File: config.mk
export PLATFORM = sky130hd
export DESIGN_NAME = clk_rate_calc
export DESIGN_NICKNAME = d
export VERILOG_FILES = /design/src/rtl/clk_rate_pkg.sv /design/src/rtl/clk_rate_div.sv /design/src/rtl/clk_rate_pll.sv /design/src/rtl/clk_rate_per_sel.sv /design/src/rtl/clk_rate_calc.sv
export SDC_FILE = /design/constraint.sdc
export NUM_CORES = 1
export LEC_CHECK = 0
export ABC_CLOCK_PERIOD_IN_PS = 8900
export BUFFER_PORTS_ARGS = -buffer_cell sky130_fd_sc_hd__clkbuf_2
export CAP_MARGIN = 20
export CORE_MARGIN = 1.5
export CORE_UTILIZATION = 45
export CTS_CLUSTER_SIZE = 14
export DETAILED_ROUTE_END_ITERATION = 7
export SYNTH_ARGS = -nofsm -noshare
export SYNTH_HDL_FRONTEND = slang
export SYNTH_SLANG_ARGS = --single-unit
File: constraint.sdc
create_clock -name clk -period 8.9 [get_ports clk]
set_input_delay 1.335 -clock clk [delete_from_list [all_inputs] [get_ports clk]]
set_output_delay 1.335 -clock clk [all_outputs]
set_load 0.02 [all_outputs]
File: src/rtl/clk_rate_pkg.sv
package clk_rate_pkg;

    // PLL control word fields
    localparam int PLL_RST_BIT  = 0;
    localparam int PLL_PD_BIT   = 1;
    localparam int PLL_BYP_BIT  = 4;
    localparam int PLL_MULT_LSB = 12;

    // peripheral control word fields
    localparam int PER_EN_LSB   = 0;
    localparam int PER_SRC_LSB  = 4;
    localparam int PER_DIV_LSB  = 8;

    localparam logic [31:0] PLL_CTRL_INIT = 32'h0001_A008;
    localparam logic [31:0] PER_CTRL_INIT = 32'h0000_3F03;

    typedef enum logic [1:0] {
        ST_IDLE,
        ST_LOAD,
        ST_RUN
    } calc_state_e;

    // source code to PLL index: 0,1 -> A, 2 -> B, 3 -> C
    function automatic logic [1:0] src_to_pll(input logic [1:0] src);
        return (src == 2'd0) ? 2'd0 : (src - 2'd1);
    endfunction

endpackage

File: src/rtl/clk_rate_div.sv
module clk_rate_div #(
    parameter int NUM_W = 32,
    parameter int DEN_W = 7
) (
    input  logic             clk,
    input  logic             rst_n,
    input  logic             start,
    input  logic [NUM_W-1:0] num,
    input  logic [DEN_W-1:0] den,
    output logic [NUM_W-1:0] quo,
    output logic             valid
);
    localparam int CNT_W = $clog2(NUM_W + 1);

    typedef struct packed {
        logic             busy;
        logic             valid;
        logic [CNT_W-1:0] cnt;
        logic [NUM_W-1:0] dvd;
        logic [NUM_W-1:0] quo;
        logic [DEN_W-1:0] rem;
    } div_st_t;

    div_st_t q, d;

    logic [DEN_W:0] rem_s;
    logic [DEN_W:0] den_x;
    logic           qbit;

    always_comb begin
        d     = q;
        d.valid = 1'b0;
        rem_s = {q.rem, q.dvd[NUM_W-1]};
        den_x = {1'b0, den};
        qbit  = 1'b0;
        if (start) begin
            d.busy = 1'b1;
            d.cnt  = CNT_W'(NUM_W);
            d.dvd  = num;
            d.quo  = '0;
            d.rem  = '0;
        end else if (q.busy) begin
            d.dvd = q.dvd << 1;
            if (rem_s >= den_x) begin
                qbit  = 1'b1;
                d.rem = DEN_W'(rem_s - den_x);
            end else begin
                d.rem = rem_s[DEN_W-1:0];
            end
            d.quo = {q.quo[NUM_W-2:0], qbit};
            d.cnt = q.cnt - 1'b1;
            if (q.cnt == CNT_W'(1)) begin
                d.busy  = 1'b0;
                d.valid = 1'b1;
            end
        end
    end

    always_ff @(posedge clk or negedge rst_n) begin
        if (!rst_n) q <= '0;
        else        q <= d;
    end

    assign quo   = q.quo;
    assign valid = q.valid;

endmodule

File: src/rtl/clk_rate_pll.sv
module clk_rate_pll
    import clk_rate_pkg::*;
#(
    parameter int PERIOD_W = 32,
    parameter int MULT_W   = 7,
    parameter int CTRL_W   = 32
) (
    input  logic                clk,
    input  logic                rst_n,
    input  logic                start,
    input  logic [CTRL_W-1:0]   ctrl,
    input  logic [PERIOD_W-1:0] period,
    output logic [PERIOD_W-1:0] per,
    output logic                valid
);
    logic [MULT_W-1:0]   mult;
    logic [PERIOD_W-1:0] quo;
    logic                unused_ctrl;

    assign mult = ctrl[PLL_MULT_LSB +: MULT_W];
    assign unused_ctrl = ^{ctrl[CTRL_W-1:PLL_MULT_LSB+MULT_W],
                           ctrl[PLL_MULT_LSB-1:PLL_BYP_BIT+1],
                           ctrl[PLL_BYP_BIT-1:PLL_PD_BIT+1]};

    clk_rate_div #(
        .NUM_W(PERIOD_W),
        .DEN_W(MULT_W)
    ) u_div (
        .clk  (clk),
        .rst_n(rst_n),
        .start(start),
        .num  (period),
        .den  (mult),
        .quo  (quo),
        .valid(valid)
    );

    // priority: bypass, then reset / power-down, then zero multiplier
    always_comb begin
        if (ctrl[PLL_BYP_BIT])
            per = period;
        else if (ctrl[PLL_RST_BIT] || ctrl[PLL_PD_BIT])
            per = '0;
        else if (mult == '0)
            per = '0;
        else
            per = quo;
    end

endmodule

File: src/rtl/clk_rate_per_sel.sv
module clk_rate_per_sel
    import clk_rate_pkg::*;
#(
    parameter int PERIOD_W = 32,
    parameter int DIV_W    = 6,
    parameter int CTRL_W   = 32,
    parameter int NUM_PLL  = 3,
    parameter int NUM_OUT  = 2,
    localparam int OUT_W   = PERIOD_W + DIV_W
) (
    input  logic [NUM_PLL-1:0][PERIOD_W-1:0] pll_per,
    input  logic [CTRL_W-1:0]                ctrl,
    output logic [NUM_OUT-1:0][OUT_W-1:0]    per
);
    logic [1:0]          src;
    logic [DIV_W-1:0]    div_raw;
    logic [DIV_W-1:0]    div_eff;
    logic [PERIOD_W-1:0] src_per;
    logic [OUT_W-1:0]    scaled;
    logic                unused_ctrl;

    assign src     = ctrl[PER_SRC_LSB +: 2];
    assign div_raw = ctrl[PER_DIV_LSB +: DIV_W];
    assign div_eff = (div_raw == '0) ? DIV_W'(1) : div_raw;
    assign src_per = pll_per[src_to_pll(src)];
    assign scaled  = OUT_W'(src_per) * OUT_W'(div_eff);
    assign unused_ctrl = ^{ctrl[CTRL_W-1:PER_DIV_LSB+DIV_W],
                           ctrl[PER_DIV_LSB-1:PER_SRC_LSB+2],
                           ctrl[PER_SRC_LSB-1:PER_EN_LSB+NUM_OUT]};

    for (genvar g = 0; g < NUM_OUT; g++) begin : g_out
        assign per[g] = ctrl[PER_EN_LSB + g] ? scaled : '0;
    end

endmodule

File: src/rtl/clk_rate_calc.sv
module clk_rate_calc
    import clk_rate_pkg::*;
#(
    parameter int PERIOD_W = 32,
    parameter int MULT_W   = 7,
    parameter int DIV_W    = 6,
    parameter int CTRL_W   = 32,
    localparam int NUM_PLL = 3,
    localparam int NUM_OUT = 2,
    localparam int ADDR_W  = $clog2(NUM_PLL + 1),
    localparam int OUT_W   = PERIOD_W + DIV_W
) (
    input  logic                clk,
    input  logic                rst_n,
    input  logic                hold_rst,
    input  logic                wr_en,
    input  logic [ADDR_W-1:0]   wr_addr,
    input  logic [CTRL_W-1:0]   wr_data,
    input  logic [PERIOD_W-1:0] ref_period,
    output logic [OUT_W-1:0]    per0_period,
    output logic [OUT_W-1:0]    per1_period,
    output logic                done
);
    localparam logic [ADDR_W-1:0] PER_ADDR = ADDR_W'(NUM_PLL);

    typedef struct packed {
        calc_state_e                       state;
        logic                              pending;
        logic [NUM_PLL-1:0][CTRL_W-1:0]    pll_ctrl;
        logic [CTRL_W-1:0]                 per_ctrl;
        logic [PERIOD_W-1:0]               eff;
        logic [NUM_PLL-1:0][CTRL_W-1:0]    snap_pll;
        logic [CTRL_W-1:0]                 snap_per;
        logic [PERIOD_W-1:0]               snap_eff;
        logic [NUM_OUT-1:0][OUT_W-1:0]     out;
        logic                              done;
    } calc_st_t;

    calc_st_t q, d;

    logic [PERIOD_W-1:0]              eff_now;
    logic                             trig;
    logic                             start_w;
    logic [NUM_PLL-1:0][PERIOD_W-1:0] pll_per;
    logic [NUM_PLL-1:0]               pll_valid;
    logic [NUM_OUT-1:0][OUT_W-1:0]    per_new;

    // views for the bound checker
    logic [CTRL_W-1:0]   snap_per_w;
    logic [PERIOD_W-1:0] snap_eff_w;
    logic                snap_byp_a_w;
    assign snap_per_w   = q.snap_per;
    assign snap_eff_w   = q.snap_eff;
    assign snap_byp_a_w = q.snap_pll[0][PLL_BYP_BIT];

    assign eff_now = hold_rst ? '0 : ref_period;
    assign trig    = wr_en || (eff_now != q.eff);
    assign start_w = (q.state == ST_LOAD);

    for (genvar p = 0; p < NUM_PLL; p++) begin : g_pll
        clk_rate_pll #(
            .PERIOD_W(PERIOD_W),
            .MULT_W  (MULT_W),
            .CTRL_W  (CTRL_W)
        ) u_pll (
            .clk   (clk),
            .rst_n (rst_n),
            .start (start_w),
            .ctrl  (q.snap_pll[p]),
            .period(q.snap_eff),
            .per   (pll_per[p]),
            .valid (pll_valid[p])
        );
    end

    clk_rate_per_sel #(
        .PERIOD_W(PERIOD_W),
        .DIV_W   (DIV_W),
        .CTRL_W  (CTRL_W),
        .NUM_PLL (NUM_PLL),
        .NUM_OUT (NUM_OUT)
    ) u_sel (
        .pll_per(pll_per),
        .ctrl   (q.snap_per),
        .per    (per_new)
    );

    always_comb begin
        d      = q;
        d.done = 1'b0;
        d.eff  = eff_now;
        if (wr_en) begin
            if (wr_addr == PER_ADDR)
                d.per_ctrl = wr_data;
            else if (wr_addr < PER_ADDR)
                d.pll_ctrl[wr_addr] = wr_data;
        end
        case (q.state)
            ST_IDLE: begin
                if (q.pending || trig) begin
                    d.snap_pll = d.pll_ctrl;
                    d.snap_per = d.per_ctrl;
                    d.snap_eff = eff_now;
                    d.pending  = 1'b0;
                    d.state    = ST_LOAD;
                end
            end
            ST_LOAD: begin
                if (trig) d.pending = 1'b1;
                d.state = ST_RUN;
            end
            ST_RUN: begin
                if (trig) d.pending = 1'b1;
                if (&pll_valid) begin
                    d.out   = per_new;
                    d.done  = 1'b1;
                    d.state = ST_IDLE;
                end
            end
            default: d.state = ST_IDLE;
        endcase
    end

    always_ff @(posedge clk or negedge rst_n) begin
        if (!rst_n) begin
            q          <= '0;
            q.state    <= ST_IDLE;
            q.pending  <= 1'b1;
            q.pll_ctrl <= {NUM_PLL{CTRL_W'(PLL_CTRL_INIT)}};
            q.per_ctrl <= CTRL_W'(PER_CTRL_INIT);
        end else begin
            q <= d;
        end
    end

    assign per0_period = q.out[0];
    assign per1_period = q.out[1];
    assign done        = q.done;

endmodule

; Word-level counts from Yosys, hierarchy flattened
; Index checks and enable logic that the tools add are counted.
[op_classes]
n_mux = 51
n_reduce_logical = 22
n_addsub = 7
mul = 1
n_bitwise = 0
order_cmp = 7
shift = 0
div_mod_pow = 0
eq_ne = 10
[op_table]
columns = op, n
row1 = $mux 32, 13
row2 = $mux 79, 3
row3 = $mux 77, 3
row4 = $mux 96, 2
row5 = $mux 128, 1
row6 = $bwmux 96, 1
row7 = $mux 38, 2
row8 = $bmux 32 s2, 1
row9 = $demux 32 s2, 1
row10 = $mul 32x6->38, 1
row11 = $ne 32x32->1, 1
row12 = $ge 8x7->1, 3
row13 = $logic_not 7->1, 3
row14 = $mux 7, 3
row15 = $sub 7x7->7, 3
row16 = $eq 6x1->1 const B, 3
row17 = $sub 6x1->6 const B, 3
row18 = $mux 1, 12
row19 = $mux 2, 5
row20 = $reduce_bool 2->1, 4
row21 = $logic_not 6->1, 1
row22 = $lt 2x3->1 const B, 2
row23 = $mux 6, 1
row24 = $pmux 2 s3, 1
row25 = 16 further kinds, 25
[totals]
wordCells = 131
n_memories = 0
rom_bits = 0
register_bits = 580
input_bits = 70
ramBits = 0
latch_bits = 0

; Depth between registers and ports, before layout
[depth]
word_depth = 8
depth_mapped = 22
depth_no_buf = 21

; Hierarchy
; A second synthesis with hierarchy kept.
[hier_totals]
hier_cells = 3747
area_unflattened_um2 = 38150.3
[modules_own_cells]
columns = module, area_per_inst_um2, cells_per_inst, seq_area_each_um2, n_inst
row1 = clk_rate_calc, 16399.5, 1205, 10035.9, 1
row2 = clk_rate_div (g_pll[0].u_pll.u_div ...), 4026.4, 393, 1976.9, 2
row3 = clk_rate_per_sel, 7885.1, 1038, 0.0, 1
row4 = clk_rate_div (g_pll[2].u_pll.u_div), 4033.9, 391, 1976.9, 1
row5 = clk_rate_pll, 593.1, 109, 0.0, 3

; Worst setup path before layout
; OpenSTA, ideal clock, no wires.
[synth_timing]
path_type = register to register
startpoint = register q[209] (netlist name)
endpoint = register q (netlist bit per0_period[17])
path_buffers = 2
t_arrival_ns = 5.298
path_stages_with_launch = 21
slack_ns = 3.482
t_required_ns = 8.780
path_cell_list = dfrtp_1 clkbuf_1 a2111oi_2 buf_2 a22oi_1 a21oi_1 a21oi_1 or2_2 fa_1 fa_1 fa_1 inv_1 ha_1 nor2b_1 o31a_1 o21ai_2 a21o_1 a21boi_1 o21a_1 or3_1 a41o_1
[synth_between]
elab_chain_cells = 5
[synth_lines]
columns = element, line
row1 = start: declaration, clk_rate_calc.sv:39  ; calc_st_t q, d;
row2 = $mux 32, clk_rate_pll.sv:40  ; if (ctrl[PLL_BYP_BIT])
row3 = $bmux 32 s2, clk_rate_per_sel.sv:25  ; assign src_per = pll_per[src_to_pll(src)];
row4 = $mux 32 (not written as such), clk_rate_per_sel.sv:25
row5 = $mul 32x6->38, clk_rate_per_sel.sv:26  ; assign scaled = OUT_W'(src_per) * OUT_W'(div_eff);
row6 = $mux 38, clk_rate_per_sel.sv:32  ; assign per[g] = ctrl[PER_EN_LSB + g] ? scaled : '0;
; Every way passes these cells. The select of a mux whose other input is x is not followed.
; A chain may end at the register's enable or synchronous reset.

; Worst setup path after layout
[layout_timing]
startpoint = register q[186] (netlist name)
endpoint = register q (netlist bit per1_period[30])
[layout_between]
elab_chain_cells = 8
[layout_lines]
columns = element, line
row1 = $logic_not 7->1, clk_rate_pll.sv:44  ; else if (mult == '0)
row2 = $mux 32, clk_rate_pll.sv:44
row3 = $mux 32, clk_rate_pll.sv:42  ; else if (ctrl[PLL_RST_BIT] || ctrl[PLL_PD_BIT])
row4 = $mux 32, clk_rate_pll.sv:40
row5 = $bmux 32 s2, clk_rate_per_sel.sv:25
row6 = $mux 32 (not written as such), clk_rate_per_sel.sv:25
row7 = $mul 32x6->38, clk_rate_per_sel.sv:26
row8 = $mux 38, clk_rate_per_sel.sv:32
; Every way passes these cells. The select of a mux whose other input is x is not followed.

==> results.cfg <==
[placed_design]
placedInstanceArea_um2 = 29000
dp_hpwl_mm = 49.3
gp_congestion = 0.908
place_ws_ns = 2.27
portBuffers = 129

[setup_path]
startpoint = q[186]
rr_worst_depth = 20
worstPathCellList = nor4_1, a2111oi_4, buf_4, a221oi_1, a21oi_1, a21oi_1, nand2b_1, fa_1, fa_1, fa_1, inv_1, ha_1, o21ai_0, o21ai_0, a31oi_1, o21ai_1, o21ai_1, o21ai_0, xor2_1, a31o_2
r2r-start = q[186]
critPathLaunchType = register
cp_slowest_cell = a21oi_1
cp.arrival_ns = 7.19
cpPeakStageDelay_ns = 0.66
cp_max_fo = 32
critPathCaptureType = register
crit_required_ns = 9.38
critPathKind = reg2reg

[synthesis]
ys.flop_type = dfrtp_1
yosys_warnings = 0
postSynthCellCount = 2835
synth.area.mux_share = 0.0745
synth_top_family_by_area = simple AND/OR/NAND/NOR gates
syn_area_um2 = 28300
synth-compound-area-share = 0.141
yosys.area_share.simple = 0.164
synth_edf_count = 0
synthArstFlopShare = 1.00
post_synth.cell_area_avg_um2 = 9.97
syn_nets = 3105
yosys-top-cells-count = dfrtp_1, nor2_1, nor2b_1
ys_seq_elements = 461
synth_top_area_frac = 0.392
yosysTopAreaCell = dfrtp_1
synth_most_common_cell = dfrtp_1
synthAdderAreaFrac = 0.121
synth_cell_types = 76
ys_seq_area_frac = 0.409
synth_area_leaders = dfrtp_1, fa_1, nor2b_1
synth_xor_area_frac = 0.0174

[finish]
syn_to_final_growth_pct = 9.39
seqCellArea_um2 = 11600
post-route-util = 0.499
nets = 3080
multi_input_area_um2 = 14700
design_area_um2 = 30900
n_antenna_cell = 0
drive_gt1_frac = 0.128
n_fill_cell = 5799

[sta]
drv_slew = 0
final_hold_viol_count = 0
slew_headroom = 0.251
fin_setup_tns_ns = 0
fmaxAchievable_ghz = 0.149
setup_viol = 0
fin_skew_ns = 0.0320
rsz0062_at_grt = false
fin_ws_ns = 2.19
timing.final.crit_period_ns = 6.71
fin_crit_sh = 0.753
worstMarginPinSlew_ns = 1.12

[clock_tree]
cts_made_buffers = 51
cts_tree = yes
cts_setup_buffers = 0
clockBufferDepth = 3
ctsResizeCount = 0
ctsHoldBuffers = 0
clk_latency_ns = 0.62
root_buffer = clkbuf_16
cts.sinks = 461
clkSlewWorstSetupHoldPaths_ns = 0.06
htree_levels = 2

[power]
pwr_density_cell_nw_per_um2 = 309
p_leak_uw = 0.0149
power_uw = 9540
vdd_drop_max_mv = 0.232

[floorplan]
start_util = 0.456
dieArea_um2 = 64300
coreArea_um2 = 61900
rows = 91
io_pins = 147
die_x_um = 254
die_h_um = 254

[global_routing]
antenna_found_initial = 0
grt_pass1_vias = 20900
grt.overflow.total = 0
grt_pass1_wl_mm = 114
grt_max_degree = 238
grt_util_all_layers = 0.224

[route]
via_per_inst = 5.52
drc = 0
drt_iter0_drc = 1299
drt.antenna.violating_nets = 0
wl_mm = 70.3
first_pass_iters = 5
vias = 20300
wire_per_inst_um = 19.1

[hold_path]
min_from = per1_period[34]
holdPathStages = 2
hp-class = reg2reg

[job]
cap_violations = 0

[run_status]
status = finished, final reports clean
[cells in the final DEF, fill, tap and decap left out, drive strengths merged, types with 8 or more instances in the layout]
| cell type | n |
|---|---|
| inv | 221 |
| bufinv | 8 |
| nor3 | 32 |
| nand2b | 24 |
| nand4 | 14 |
| fa | 124 |
| buf | 30 |
| nand3 | 19 |
| mux2 | 91 |
| a221oi | 58 |
| nor4 | 24 |
| nor2 | 358 |
| a22oi | 41 |
| o21a | 13 |
| nor2b | 262 |
| o31ai | 8 |
| clkinv | 9 |
| a21o | 18 |
| a211oi | 116 |
| xor2 | 21 |
| a21boi | 8 |
| o21ai | 60 |
| xnor2 | 35 |
| dfrtp | 443 |
| and2 | 74 |
| a21oi | 121 |
| a31oi | 10 |
| a31o | 8 |
| ha | 76 |
| clkbuf | 203 |
| a22o | 42 |
| dfstp | 18 |
| mux2i | 108 |
| nand2 | 75 |
[final cells by class]
cell class,count,share of cell area
sequential,461,0.374
multi-input combinational,1919,0.475
clock inverter,20,0.0123
inverter,219,0.0266
clock buffer,75,0.0481
tap,837,0.0339
timing repair buffer,158,0.0297
[kinds of logic after synthesis]
kind of cell / Yosys count
adders and majority gates: 200
DFF: 461
and+or+nand+nor: 912
AOI/OAI and AO/OA: 552
xor gates and xnor gates: 56
buffers and inverters: 455
muxes: 199
[critical path, delay by kind of cell (launching register included)]
| kind | cells | cell delay (ns) |
|---|---|---|
| flip-flops | 1 | 0.40 |
| AND/OR/NAND/NOR | 2 | 0.85 |
| AO/OA/AOI/OAI | 11 | 3.11 |
| adder cells (fa/ha/maj) | 4 | 1.72 |
| buffers and inverters | 2 | 0.35 |
| XOR/XNOR | 1 | 0.13 |
[per-layer routing]
layer,global-route usage,vias up,share of wire
li1,-,9560,-
met1,0.307,10200,0.46
met2,0.361,438,0.46
met3,0.0298,115,0.043
met4,0.0838,0,0.035
met5,0,-,0
[report_power, final]
group / internal, µW / leakage (µW) / total, µW / switching (µW)
clock network: 1400 / 0.000905 / 2300 / 899
registers: 2460 / 0.00593 / 2720 / 261
logic: 1760 / 0.00810 / 4520 / 2760
[flip-flops by register name, summed over array words and instances, names as in the netlist]
register and count:
done 1, snap_eff_w 32, snap_per_w 10, g_pll.u_pll.u_div.quo 96
per1_period 38, per0_period 38, q 105, g_pll.u_pll.u_div.valid 3
g_pll.u_pll.u_div.q 138
[worst paths after layout]
kind / end / slack [ns]
hold / removal: per1_period[34] / 0.48
setup / recovery: per1_period[30] / 2.19
max in group asynchronous: per0_period[24] / 6.73
setup reg to reg: per1_period[30] / 2.19
min in group asynchronous: g_pll[0].u_pll.u_div.quo[5] / 0.74
hold reg to reg: per1_period[34] / 0.48
[stage by stage]
step / hold WS (ns) / cells
global route: 0.503 / 3689
global placement: 0.463 / 3593
floorplan: 0.444 / 2835
CTS: 0.479 / 3688
finish: 0.477 / 3689
detailed placement: 0.466 / 3593
No activity file was read; power rests on OpenSTA's default activity.
